$ cat config.mk
export PLATFORM = sky130hd
export DESIGN_NAME = cmdec_top
export DESIGN_NICKNAME = d
export VERILOG_FILES = /design/src/rtl/cmdec_pkg.sv /design/src/rtl/cmdec_rx.sv /design/src/rtl/cmdec_regs.sv /design/src/rtl/cmdec_top.sv
export SDC_FILE = /design/constraint.sdc
export NUM_CORES = 1
export LEC_CHECK = 0
export BUFFER_PORTS_ARGS = -buffer_cell sky130_fd_sc_hd__buf_2
export CAP_MARGIN = 20
export CELL_PAD_IN_SITES_DETAIL_PLACEMENT = 0
export CELL_PAD_IN_SITES_GLOBAL_PLACEMENT = 1
export CORE_ASPECT_RATIO = 0.7
export CORE_MARGIN = 10
export CORE_UTILIZATION = 50
export CTS_CLUSTER_SIZE = 24
export DETAILED_ROUTE_END_ITERATION = 16
export HOLD_SLACK_MARGIN = 0.15
export PLACE_DENSITY_LB_ADDON = 0.1
export REMOVE_ABC_BUFFERS = 1
export SLEW_MARGIN = 20
export SYNTH_ARGS = -nofsm -noshare
export SYNTH_HDL_FRONTEND = slang
export SYNTH_SLANG_ARGS = --single-unit
$ cat constraint.sdc
create_clock -name clk -period 4.1 [get_ports clk]
set_input_delay 0.205 -clock clk [delete_from_list [all_inputs] [get_ports clk]]
set_output_delay 0.205 -clock clk [all_outputs]
set_load 0.005 [all_outputs]
$ cat src/rtl/cmdec_pkg.sv
`timescale 1ns/1ps
package cmdec_pkg;
    localparam int BYTE_W = 8;
    localparam logic [BYTE_W-1:0] ID_BYTE = 8'h81;
    typedef enum logic [1:0] {
        CT_LOC = 2'b00,
        CT_GLB = 2'b01,
        CT_ILL = 2'b10,
        CT_RAM = 2'b11
    } cmd_type_e;
endpackage

$ cat src/rtl/cmdec_rx.sv
`timescale 1ns/1ps
module cmdec_rx (
    input  logic       clk,
    input  logic       rst_n,
    input  logic       cs_n,
    input  logic       bit_stb,
    input  logic       mosi,
    output logic       byte_done,
    output logic [7:0] rx_byte
);
    typedef struct packed {
        logic [2:0] cnt;
        logic [6:0] sh;
    } rx_t;

    rx_t q, d;

    always_comb begin
        d = q;
        if (cs_n) begin
            d.cnt = '0;
        end else if (bit_stb) begin
            d.sh  = {q.sh[5:0], mosi};
            d.cnt = q.cnt + 3'd1;
        end
    end

    always_ff @(posedge clk or negedge rst_n) begin
        if (!rst_n) q <= '0;
        else        q <= d;
    end

    assign byte_done = !cs_n && bit_stb && (q.cnt == 3'd7);
    assign rx_byte   = {q.sh, mosi};

    AST_CS_CLEARS_BITS: assert property (@(posedge clk) disable iff (!rst_n)
        cs_n |=> (q.cnt == 3'd0));
endmodule

$ cat src/rtl/cmdec_regs.sv
`timescale 1ns/1ps
module cmdec_regs #(
    parameter int NCH      = 4,
    parameter int NREG     = 8,
    parameter int CHEN_IDX = 5
) (
    input  logic                    clk,
    input  logic                    rst_n,
    input  logic [NCH-1:0]          lwe,
    input  logic                    gwe,
    input  logic [$clog2(NREG)-1:0] addr,
    input  logic [7:0]              wdata,
    input  logic [$clog2(NCH)-1:0]  rch,
    output logic [7:0]              lrdata,
    output logic [7:0]              grdata,
    output logic [NCH-1:0]          chen
);
    localparam int IW = $clog2(NREG);

    logic [7:0] glb_q [NREG];
    logic [7:0] glb_d [NREG];
    logic [7:0] loc_q [NCH][NREG];

    always_comb begin
        for (int i = 0; i < NREG; i++) glb_d[i] = glb_q[i];
        if (gwe) glb_d[addr] = wdata;
    end

    always_ff @(posedge clk or negedge rst_n) begin
        if (!rst_n) begin
            for (int i = 0; i < NREG; i++) glb_q[i] <= '0;
        end else begin
            for (int i = 0; i < NREG; i++) glb_q[i] <= glb_d[i];
        end
    end

    for (genvar c = 0; c < NCH; c++) begin : g_chan
        logic [7:0] bank_d [NREG];
        always_comb begin
            for (int i = 0; i < NREG; i++) bank_d[i] = loc_q[c][i];
            if (lwe[c]) bank_d[addr] = wdata;
        end
        always_ff @(posedge clk or negedge rst_n) begin
            if (!rst_n) begin
                for (int i = 0; i < NREG; i++) loc_q[c][i] <= '0;
            end else begin
                for (int i = 0; i < NREG; i++) loc_q[c][i] <= bank_d[i];
            end
        end
    end

    assign lrdata = loc_q[rch][addr];
    assign grdata = glb_q[addr];
    assign chen   = glb_q[IW'(CHEN_IDX)][NCH-1:0];
endmodule

$ cat src/rtl/cmdec_top.sv
`timescale 1ns/1ps
module cmdec_top
    import cmdec_pkg::*;
#(
    parameter int NCH      = 4,
    parameter int NREG     = 8,
    parameter int CHEN_IDX = 5,
    parameter int BLK_W    = 5,
    parameter int WPB      = 8,
    parameter int CW       = 14
) (
    input  logic                          clk,
    input  logic                          rst_n,
    input  logic                          cs_n,
    input  logic                          bit_stb,
    input  logic                          mosi,
    output logic                          miso,
    output logic                          err,
    output logic                          cram_we,
    output logic [BLK_W+$clog2(WPB)-1:0]  cram_addr,
    output logic [CW-1:0]                 cram_wdata,
    input  logic [CW-1:0]                 cram_rdata
);
    localparam int IW    = $clog2(NREG);
    localparam int CHW   = $clog2(NCH);
    localparam int WIW   = $clog2(WPB);
    localparam int RBYT  = 2 * WPB;
    localparam int REMW  = $clog2(RBYT + 1);
    localparam int HIW   = CW - BYTE_W;

    typedef struct packed {
        logic             phase;  // 0: command byte, 1: data bytes
        logic             wr;
        cmd_type_e        typ;
        logic             bad;
        logic [IW-1:0]    ptr;
        logic [REMW-1:0]  rem;
        logic [BLK_W-1:0] blk;
        logic [HIW-1:0]   hold;
        logic [7:0]       tx;
        logic             err;
    } st_t;

    st_t q, d;

    logic           byte_done;
    logic [7:0]     rxb;
    logic [NCH-1:0] chen;
    logic [NCH-1:0] lwe;
    logic           gwe;
    logic [7:0]     lrd, grd;
    logic [CHW-1:0] rch;
    logic           cmd_done;
    logic           cmd_bad;
    cmd_type_e      cmd_typ;

    cmdec_rx u_rx (
        .clk(clk), .rst_n(rst_n), .cs_n(cs_n), .bit_stb(bit_stb), .mosi(mosi),
        .byte_done(byte_done), .rx_byte(rxb)
    );

    cmdec_regs #(.NCH(NCH), .NREG(NREG), .CHEN_IDX(CHEN_IDX)) u_regs (
        .clk(clk), .rst_n(rst_n), .lwe(lwe), .gwe(gwe), .addr(q.ptr),
        .wdata(rxb), .rch(rch), .lrdata(lrd), .grdata(grd), .chen(chen)
    );

    always_comb begin
        rch = '0;
        for (int c = NCH - 1; c >= 0; c--) if (chen[c]) rch = CHW'(c);
    end

    assign cmd_done = byte_done && !q.phase;
    assign cmd_typ  = cmd_type_e'(rxb[6:5]);
    assign cmd_bad  = (cmd_typ == CT_ILL) ||
                      (!rxb[7] && cmd_typ == CT_LOC && $countones(chen) != 1);

    always_comb begin
        d       = q;
        d.err   = 1'b0;
        lwe     = '0;
        gwe     = 1'b0;
        cram_we = 1'b0;
        if (cs_n) begin
            d.phase = 1'b0;
            d.tx    = '0;
            d.rem   = '0;
        end else if (cmd_done) begin
            d.phase = 1'b1;
            d.wr    = rxb[7];
            d.typ   = cmd_typ;
            d.ptr   = rxb[IW-1:0];
            d.blk   = rxb[BLK_W-1:0];
            d.bad   = cmd_bad;
            d.err   = cmd_bad;
            d.rem   = (cmd_typ == CT_RAM) ? REMW'(RBYT) : REMW'(rxb[1:0]) + REMW'(1);
            d.tx    = (!rxb[7] && !cmd_bad) ? ID_BYTE : 8'h00;
        end else if (byte_done) begin
            d.tx = 8'h00;
            if (!q.bad && q.rem != '0) begin
                d.rem = q.rem - REMW'(1);
                if (q.typ == CT_RAM) begin
                    if (q.wr) begin
                        if (!q.rem[0]) d.hold = rxb[HIW-1:0];
                        else           cram_we = 1'b1;
                    end else begin
                        d.tx = !q.rem[0] ? 8'(cram_rdata[CW-1:BYTE_W]) : cram_rdata[7:0];
                    end
                end else begin
                    d.ptr = q.ptr - IW'(1);
                    if (q.wr) begin
                        if (q.typ == CT_LOC) lwe = chen;
                        else                 gwe = 1'b1;
                    end else begin
                        d.tx = (q.typ == CT_LOC) ? lrd : grd;
                    end
                end
            end
        end else if (bit_stb) begin
            d.tx = {q.tx[6:0], 1'b0};
        end
    end

    always_ff @(posedge clk or negedge rst_n) begin
        if (!rst_n) q <= '0;
        else        q <= d;
    end

    assign miso       = q.tx[7];
    assign err        = q.err;
    assign cram_addr  = {q.blk, WIW'((q.rem - REMW'(1)) >> 1)};
    assign cram_wdata = {q.hold, rxb};

    AST_ERR_AFTER_CMD: assert property (@(posedge clk) disable iff (!rst_n)
        err |-> $past(cmd_done));
    AST_BAD_NO_WRITE: assert property (@(posedge clk) disable iff (!rst_n)
        (q.phase && q.bad) |-> (lwe == '0 && !gwe && !cram_we));
    AST_LWE_SUBSET: assert property (@(posedge clk) disable iff (!rst_n)
        (lwe & ~chen) == '0);
    AST_REM_BOUND: assert property (@(posedge clk) disable iff (!rst_n)
        q.rem <= REMW'(RBYT));
    AST_ID_FIRST: assert property (@(posedge clk) disable iff (!rst_n)
        (cmd_done && !rxb[7] && !cmd_bad) |=> (miso == ID_BYTE[7]));
    AST_RD_ONE_CH: assert property (@(posedge clk) disable iff (!rst_n)
        (q.phase && !q.wr && q.typ == CT_LOC && !q.bad) |-> ($countones(chen) == 1));
    AST_CRAM_WE_SRC: assert property (@(posedge clk) disable iff (!rst_n)
        cram_we |-> (q.typ == CT_RAM && q.wr && q.phase));
endmodule

==> impl_metrics.yaml, run 1 <==
outcome:
  status: "completed"
sta:
  finalMaxSlewViolations: 0
  setup_viol: 0
  tns_ns: 0
  fin_crit_sh_pct: 76.54
  worst_pin_slew_ns: 0.9231
  fmax_mhz: 318.7
  max-slew-margin-rel_pct: 38.46
  min_period_ns: 3.138
  rsz0062_at_grt: "no"
  fin_worst_skew_ns: 0.009709
  hold_viol_final: 0
clock_network:
  post-cts-setup-buffers: 0
  clk_pin_slew_ns: 0.07
  clk_latency_ns: 0.34
  cts_tree: "done"
  root_buffer: "clkbuf_16"
  numCtsBuffers: 9
  numClockSinks: 107
  clk_path_buf_depth: 2
  cts_max_level: 3
floorplanning:
  fp.dieW_um: 143.1
  die_area_sq_um: 15200
  initial_utilization_pct: 51.24
  fp-row-count: 31
  io_pins: 44
  core_sq_um: 10360
  die_h_um: 106.2
grt:
  first_global_vias: 3717
  grt_antenna_before_repair: 0
  overflow: 0
  grtUsageTotal_pct: 17.80
  grt_pass1_wl_mm: 21.01
  grt_max_degree: 72
setup_path:
  crit_fanout: 14
  critPathArrivalTime_ns: 3.36
  worstSetupEndpointType: "register"
  worstSetupPathType: "reg2reg"
  worst_path_max_delay_cell: "dfrtp_1"
  crit_chain: "inv_1, ha_1, nor4b_2, or2_0, nor4_4, and3_1, mux2_2"
  reg2regPathDepth: 7
  slowest_delay_ns: 0.68
  rrSetupSlack_ns: 0.96
  reg2reg_to: "u_regs.glb_q[21]"
  start_kind: "register"
  crit_buf_inv: 1
  cp.depth: 7
  r2r_start: "q[20]"
  worst_ep_required_time_ns: 4.32
  cp_top_family: "simple AND/OR/NAND/NOR gates"
power_and_ir_drop:
  seq_power_share_pct: 52.4
  p_int_mw: 1.730
  clockPowerShare_pct: 41.8
  switching_share_pct: 25.12
  max-vdd-ir-drop_mv: 0.2555
  power_leakage_nw: 2.834
  power_density_nw_per_um2: 398.6
  switchingPower_mw: 0.5804
  p_comb_share_pct: 5.8
placement:
  place.gp.congestion: 0.8494
  dpl.hpwl_mm: 9.093
  io_buffers: 43
synthesis:
  yosysWarnings: 0
  synth_xor_area_share_pct: 0.9903
  avgSynthCellArea_sq_um: 11.69
  synth-compound-area-share_pct: 8.772
  yosys_register_bits: 107
  yosys.cell_types.count: 46
  synthesis.instances: 454
  synth_edf_count: 0
  synth_top_family_by_area: "multiplexers"
  ys.flop_type: "dfrtp_1"
  synthMuxAreaShare_pct: 22.71
  synthAdderAreaFrac_pct: 1.179
  async_reset_ff_share_pct: 100.0
  yosys.area_share.simple_pct: 10.35
  ys_seq_area_share_pct: 50.46
  netlist_area_sq_um: 5306
final_layout:
  multi_input_area_sq_um: 2335
  layout.nets: 489
  mostFrequentLayoutCells: "dfrtp_1, mux2_2, buf_2, nand2_1, nor2_1"
  antenna_cells: 0
  layout.cells.most_common: "dfrtp_1"
  register_area_sq_um: 2678
  fillers: 901
  drive_above_1_share_pct: 35.82
  final_core_util_pct: 55.97
  areaGrowthSynthToFinish_pct: 9.243
detailed_routing:
  viasPerCell: 5.930
  wl_per_cell_um: 21.64
  postRouteAntennaNets: 0
  drt_iter0_drc: 239
  via_count: 3564
  wl_mm: 13.01
  post-route-drc-count: 0
  first_pass_iters: 4
worst_hold_path:
  min_delay_path_depth: 5
  hold_end: "q[7]"
  hp-start: "cram_rdata[6]"
  hold_class: "in2reg"
run:
  maxCapViolCount: 0
[registers in the layout, summed over array words and instances, names as in the netlist]
name	count
q	20
err	1
cram_wdata	6
u_regs.glb_q	64
cram_addr	5
u_rx.rx_byte	7
u_rx.q	3
miso	1
[metrics by stage]
| stage | hold slack, ns | power (mW) | std cells | setup WS, ns | cell area, sq um |
|---|---|---|---|---|---|
| after floorplan | -0.09059 | 1.214 | 406 | 1.412 | 5042 |
| after global placement | 0.3906 | 1.366 | 585 | 1.032 | 5455 |
| after detailed placement | 0.3953 | 1.367 | 585 | 0.9959 | 5455 |
| after CTS | 0.2425 | 2.335 | 601 | 0.9753 | 5797 |
| after global routing | 0.2771 | 2.405 | 601 | 0.7590 | 5797 |
| final | 0.2544 | 2.311 | 601 | 0.9619 | 5797 |
[worst max path at each step]
stage	start	end
after floorplan	q[20]	u_regs.glb_q[0]
after global placement	q[20]	u_regs.glb_q[3]
after detailed placement	q[20]	u_regs.glb_q[21]
after CTS	q[20]	u_regs.glb_q[2]
after global routing	q[20]	u_regs.glb_q[32]
final	q[20]	u_regs.glb_q[21]
[routing by layer]
metal	part of all wire, %	wire (um)	vias up	track usage, %
met5	0	0	-	0
met4	0.91	119	0	3.451
li1	-	-	1631	-
met3	7.2	939	10	5.024
met1	49	6339	1817	26.62
met2	43	5608	106	24.99
[final cells by class]
class,count,share of cell area (%)
inverters,8,0.5180
clock buffers,10,3.950
repair buffers,48,4.446
flip-flops and latches,107,46.19
multi-input cells,291,40.28
clock inverters,5,1.770
well taps,132,2.849
[cells in the mapped netlist (all sizes together) (5+ instances only)]
cell,instances,area [sq um]
dfrtp,107,2678
mux2,99,1115
nand2,37,138.9
buf,24,173.9
clkbuf,24,90.09
nor2,21,78.83
a21oi,18,90.09
o21ai,12,60.06
a221oi,11,96.34
nor2b,10,62.56
mux2i,9,90.09
inv,7,26.28
nand3,7,55.05
ha,5,62.56
nand3b,5,37.54
o221ai,5,43.79
[power by group through the flow]
stage / Combinational, mW / Sequential [mW] / Clock [mW]
4_1_cts: 0.139 / 1.21 / 0.988
6_report: 0.135 / 1.21 / 0.965
3_3_place_gp: 0.137 / 1.23 / 0
3_5_place_dp: 0.138 / 1.23 / 0
5_1_grt: 0.154 / 1.22 / 1.03
2_1_floorplan: 0.0526 / 1.16 / 0
[worst reg2reg max path: stages, from the launching register on]
cell and delay (ns):
dfrtp_1 0.68, inv_1 0.13, ha_1 0.26, nor4b_2 0.19, or2_0 0.32, nor4_4 0.55
and3_1 0.51, mux2_2 0.39
[kinds of logic after synthesis]
logic type      after synthesis
compound gates               69
xor+xnor                      6
fa+ha+maj                     5
buf+inv                      56
flops                       107
mux                         108
simple gates                103
[timing repair]
item,4_1_cts,5_1_grt
setup endpoints to repair,0,0
hold buffers,1,0
endpoints found under the hold margin,70,0
gates resized for setup,0,0
Power figures use the tool's default switching activity.
==> inputs of run 2 (changes only) <==
--- a/config.mk
+++ b/config.mk
@@ -11,7 +11,7 @@
 export CELL_PAD_IN_SITES_GLOBAL_PLACEMENT = 1
 export CORE_ASPECT_RATIO = 0.7
 export CORE_MARGIN = 10
-export CORE_UTILIZATION = 50
+export CORE_UTILIZATION = 48
 export CTS_CLUSTER_SIZE = 24
 export DETAILED_ROUTE_END_ITERATION = 16
 export HOLD_SLACK_MARGIN = 0.15
==> constraint.sdc (replaced) <==
create_clock -name clk -period 3.04 [get_ports clk]
set_input_delay 0.152 -clock clk [delete_from_list [all_inputs] [get_ports clk]]
set_output_delay 0.152 -clock clk [all_outputs]
set_load 0.005 [all_outputs]
==> run 2 against run 1 <==
Via count rose by 0.98%. Utilization fell by 1.8 points. Maximum frequency rose by 16%. Critical path depth did not move. Worst hold slack got worse by 0.071 ns. Global-route usage fell by 0.43 points. Die area rose by 3.5%. Combinational power rose by 43%. Largest cell class unchanged.
==> impl_metrics.yaml, run 2 (same netlist as run 1, synthesis figures left out) <==
sta:
  rsz0062_at_grt: "no"
  hold_viol_final: 0
  worst_pin_slew_ns: 0.7099
  max-slew-margin-rel_pct: 52.50
  tns_ns: 0
  finalMaxSlewViolations: 0
  setup_viol: 0
  min_period_ns: 2.695
  hold_ws_ns: 0.1839
  fmax_mhz: 371.1
  fin_crit_sh_pct: 88.64
  fin_worst_skew_ns: 0.008051
floorplanning:
  core_sq_um: 10890
  die_h_um: 108.0
  fp-row-count: 32
  io_pins: 44
  fp.dieW_um: 145.7
  initial_utilization_pct: 48.72
  die_area_sq_um: 15730
grt:
  grt_max_degree: 50
  grtUsageTotal_pct: 17.37
  grt_antenna_before_repair: 0
  overflow: 0
  first_global_vias: 3752
  grt_pass1_wl_mm: 21.71
setup_path:
  start_kind: "register"
  worst_path_max_delay_cell: "and3_1"
  critPathArrivalTime_ns: 2.92
  crit_fanout: 8
  worstSetupEndpointType: "register"
  worstSetupPathType: "reg2reg"
  worst_ep_required_time_ns: 3.26
  slowest_delay_ns: 0.54
  crit_chain: "inv_1, ha_1, nor4b_2, or2_0, nor4_4, and3_1, mux2_2"
power_and_ir_drop:
  seq_power_share_pct: 52.7
  switching_share_pct: 25.38
  max-vdd-ir-drop_mv: 0.3574
  power_density_nw_per_um2: 522.5
  power_leakage_nw: 2.885
  p_int_mw: 2.300
  clockPowerShare_pct: 41.0
  switchingPower_mw: 0.7822
  p_comb_share_pct: 6.2
final_layout:
  largest-register: "u_regs.glb_q"
  fillers: 1011
  layout.nets: 498
  mostFrequentLayoutCells: "dfrtp_1, mux2_2, buf_2, nand2_1, nor2_1"
  areaGrowthSynthToFinish_pct: 11.15
  drive_above_1_share_pct: 37.24
  largest_reg_flops: 64
  antenna_cells: 0
  fin_area_sq_um: 5898
  layout.cells.most_common: "dfrtp_1"
clock_network:
  numClockSinks: 107
  numCtsBuffers: 9
  cts_max_level: 3
  post-cts-setup-buffers: 0
  cts_tree: "done"
  clk_latency_ns: 0.34
  root_buffer: "clkbuf_16"
  clk_pin_slew_ns: 0.07
  clk_path_buf_depth: 2
detailed_routing:
  post-route-drc-count: 0
  wl_per_cell_um: 21.04
  first_pass_iters: 4
  via_count: 3599
  drt_iter0_drc: 288
  viasPerCell: 5.704
  postRouteAntennaNets: 0
  wl_mm: 13.28
placement:
  post_dp_cell_area_sq_um: 5562
  io_buffers: 43
  dpl.hpwl_mm: 9.259
  place.gp.congestion: 0.8114
run:
  maxCapViolCount: 0
worst_hold_path:
  hold_class: "in2reg"
outcome:
  status: "completed"
==> run 2: cell types whose count changed in the layout (fill, tap and decap cells not counted), sizes merged <==
cell,delta
buf,+9
bufinv,-1
clkbuf,+1
clkinv,+1
clkinvlp,-1
==> run 2: cell type report <==
type	count	area [sq um]	share of cell area, %
repair buffers	57	337.8	5.728
well taps	153	191.4	3.246
inverters	8	30.03	0.5091
clock buffers	11	252.7	4.285
flip-flops and latches	107	2678	45.40
clock inverters	4	73.82	1.252
multi-input cells	291	2335	39.58
==> run 2: timing repair <==
item | in CTS | in global routing
endpoints found under the hold margin | 46 | 0
gates resized for setup | 0 | 0
hold buffers | 1 | 0
==> run 2: worst paths after layout <==
check	slack, ns	depth (start not counted)	to	startpoint
setup / recovery	0.35	7	u_regs.glb_q[17]	q[21]
hold / removal	0.18	5	q[2]	cram_rdata[1]
setup reg to reg	0.35	7	u_regs.glb_q[17]	q[21]
hold reg to reg	0.48	2	cram_addr[7]	cram_addr[7]
max in group asynchronous	1.77	3	u_regs.glb_q[59]	rst_n
min in group asynchronous	0.36	2	cram_wdata[10]	rst_n
==> run 2: critical path, delay by kind of cell (launching register included) <==
| family | cells | cell delay (ns) |
|---|---|---|
| fa+ha+maj | 1 | 0.21 |
| flops | 1 | 0.41 |
| buf+inv | 1 | 0.06 |
| simple gates | 4 | 1.50 |
| mux | 1 | 0.39 |
==> run 2: per-layer routing <==
| metal | share of wire (%) | wire length (um) | vias to the layer above | global-route usage [%] |
|---|---|---|---|---|
| li1 | - | - | 1658 | - |
| met1 | 51 | 6759 | 1837 | 25.67 |
| met2 | 42 | 5540 | 87 | 24.56 |
| met3 | 6.4 | 844 | 17 | 5.050 |
| met4 | 0.99 | 131 | 0 | 3.813 |
| met5 | 0 | 0 | - | 0 |
==> run 2: power by group through the flow <==
stage / Combinational [mW] / Clock (mW) / Sequential (mW)
4_1_cts: 0.195 / 1.29 / 1.63
2_1_floorplan: 0.0709 / 0 / 1.57
3_5_place_dp: 0.193 / 0 / 1.65
5_1_grt: 0.213 / 1.35 / 1.64
3_3_place_gp: 0.192 / 0 / 1.66
6_report: 0.193 / 1.27 / 1.62
==> run 2: metrics by stage <==
stage,power [mW],setup WS (ns),cells,utilization (%)
after floorplan,1.637,0.3521,406,-
after global placement,1.848,0.4593,615,51.07
after detailed placement,1.847,0.3798,615,51.07
after CTS,3.113,0.3324,631,54.16
after global routing,3.203,0.1433,631,54.16
final,3.082,0.3454,631,54.16
==> inputs of run 3 (changes only) <==
--- a/config.mk
+++ b/config.mk
@@ -5,7 +5,7 @@
 export SDC_FILE = /design/constraint.sdc
 export NUM_CORES = 1
 export LEC_CHECK = 0
-export BUFFER_PORTS_ARGS = -buffer_cell sky130_fd_sc_hd__buf_2
+export BUFFER_PORTS_ARGS = -buffer_cell sky130_fd_sc_hd__clkbuf_2
 export CAP_MARGIN = 20
 export CELL_PAD_IN_SITES_DETAIL_PLACEMENT = 0
 export CELL_PAD_IN_SITES_GLOBAL_PLACEMENT = 1
==> run 3 against run 2 <==
Via count fell by 1.0%. Critical endpoint is now u_regs.glb_q[19]. Clock power fell by 12%. Highest routed layer unchanged. Largest cell class unchanged. Critical path type unchanged. Combinational power barely moved. Largest power group unchanged.
==> impl_metrics.yaml, run 3 (same netlist as run 1, synthesis figures left out) <==
floorplanning:
  die_area_sq_um: 15730
  fp.dieW_um: 145.7
  fp-row-count: 32
  io_pins: 44
  core_sq_um: 10890
  die_h_um: 108.0
  initial_utilization_pct: 48.72
grt:
  grtUsageMet2_pct: 24.95
  grt_pass1_wl_mm: 21.44
  use_met1_pct: 25.57
  first_global_vias: 3655
  grt_use_met3_pct: 4.633
  overflow: 0
  grtUsageTotal_pct: 17.38
  top_usage_layer: "met1"
  grt_max_degree: 43
  grt_antenna_before_repair: 0
detailed_routing:
  drt_iter0_drc: 257
  wl_per_cell_um: 21.38
  postRouteAntennaNets: 0
  viasPerCell: 5.627
  via_count: 3562
  first_pass_iters: 5
  post-route-drc-count: 0
  wl_mm: 13.53
clock_network:
  clk_pin_slew_ns: 0.07
  numClockSinks: 107
  numCtsBuffers: 9
  clk_path_buf_depth: 2
  cts_max_level: 3
  clk_latency_ns: 0.36
  root_buffer: "clkbuf_16"
  cts_tree: "done"
final_layout:
  areaGrowthSynthToFinish_pct: 10.23
  layout.cells.most_common: "dfrtp_1"
  instances_no_fill: 633
  fin_area_sq_um: 5849
  largest_reg_flops: 64
  drive_above_1_share_pct: 37.08
  layout.nets: 499
  largest-register: "u_regs.glb_q"
  mostFrequentLayoutCells: "dfrtp_1, mux2_2, clkbuf_2, nand2_1, nor2_1"
  antenna_cells: 0
setup_path:
  worst_ep_required_time_ns: 3.27
  slowest_delay_ns: 0.56
  worst_path_max_delay_cell: "and3_1"
  critPathArrivalTime_ns: 2.93
  crit_fanout: 8
  worstSetupPathType: "reg2reg"
  crit_chain: "inv_1, ha_1, nor4b_2, or2_0, nor4_4, and3_1, mux2_2"
  worstSetupEndpointType: "register"
  start_kind: "register"
placement:
  post_dp_cell_area_sq_um: 5549
  io_buffers: 43
  dpl.hpwl_mm: 9.334
  place_ws_ns: 0.3568
  place.gp.congestion: 0.8587
  place_inst: 615
sta:
  finalWorstSetupSlack_ns: 0.3473
  fmax_mhz: 371.4
  fin_worst_skew_ns: 0.01016
  tns_ns: 0
  rsz0062_at_grt: "no"
  fin_crit_sh_pct: 88.58
  max-slew-margin-rel_pct: 46.74
  min_period_ns: 2.693
  setup_viol: 0
  hold_viol_final: 0
  worst_pin_slew_ns: 0.7916
  finalMaxSlewViolations: 0
outcome:
  status: "completed"
power_and_ir_drop:
  max-vdd-ir-drop_mv: 0.4614
  totalPowerFinal_mw: 2.931
  power_leakage_nw: 2.853
  power_density_nw_per_um2: 501.1
worst_hold_path:
  hold_class: "in2reg"
run:
  maxCapViolCount: 0
==> run 3: timing repair <==
action                                 4_1_cts  5_1_grt
resized for setup                            0        0
hold buffers                                 2        0
endpoints found under the hold margin       41        0
setup buffers                                0        0
==> run 3: layout make-up <==
| type | count | area, sq um |
|---|---|---|
| Inverter | 8 | 30.03 |
| Clock inverter | 6 | 51.30 |
| Fill cell | 962 | 5041 |
| Clock buffer | 10 | 229.0 |
| Timing Repair Buffer | 58 | 335.3 |
| Sequential cell | 107 | 2678 |
| Tap cell | 153 | 191.4 |
| Multi-Input combinational cell | 291 | 2335 |
==> run 3: power by group <==
part,internal [mW],total (mW),leakage [nW],switching [mW]
combinational,0.0811,0.193,1.24,0.112
sequential,1.46,1.62,1.48,0.166
clock,0.565,1.12,0.133,0.550
==> run 3: critical path: cells and delay by family (launching register included) <==
family	cells	cell delay, ns
adders and majority gates	1	0.21
buffers and inverters	1	0.06
DFF	1	0.40
muxes	1	0.40
and+or+nand+nor	4	1.51
==> run 3: through the flow <==
step / utilization, % / hold slack (ns)
floorplan: - / -0.1436
global placement: 50.95 / 0.1678
detailed placement: 50.95 / 0.1693
CTS: 53.71 / 0.1625
global route: 53.71 / 0.2036
finish: 53.71 / 0.1626
==> run 3: final timing paths <==
| kind | from | end | slack, ns | depth (start not counted) |
|---|---|---|---|---|
| setup reg to reg | q[21] | u_regs.glb_q[19] | 0.35 | 7 |
| hold / removal | cram_rdata[6] | q[7] | 0.16 | 5 |
| max in group asynchronous | rst_n | u_regs.glb_q[29] | 1.83 | 3 |
| min in group asynchronous | rst_n | cram_wdata[9] | 0.34 | 2 |
| setup / recovery | q[21] | u_regs.glb_q[19] | 0.35 | 7 |
| hold reg to reg | cram_addr[5] | cram_addr[5] | 0.49 | 2 |
==> run 3: per-layer routing <==
layer | wire length (um) | up-vias
met4 | 133 | 0
met3 | 612 | 16
met1 | 7037 | 1825
met5 | 0 | -
met2 | 5749 | 79
li1 | - | 1642
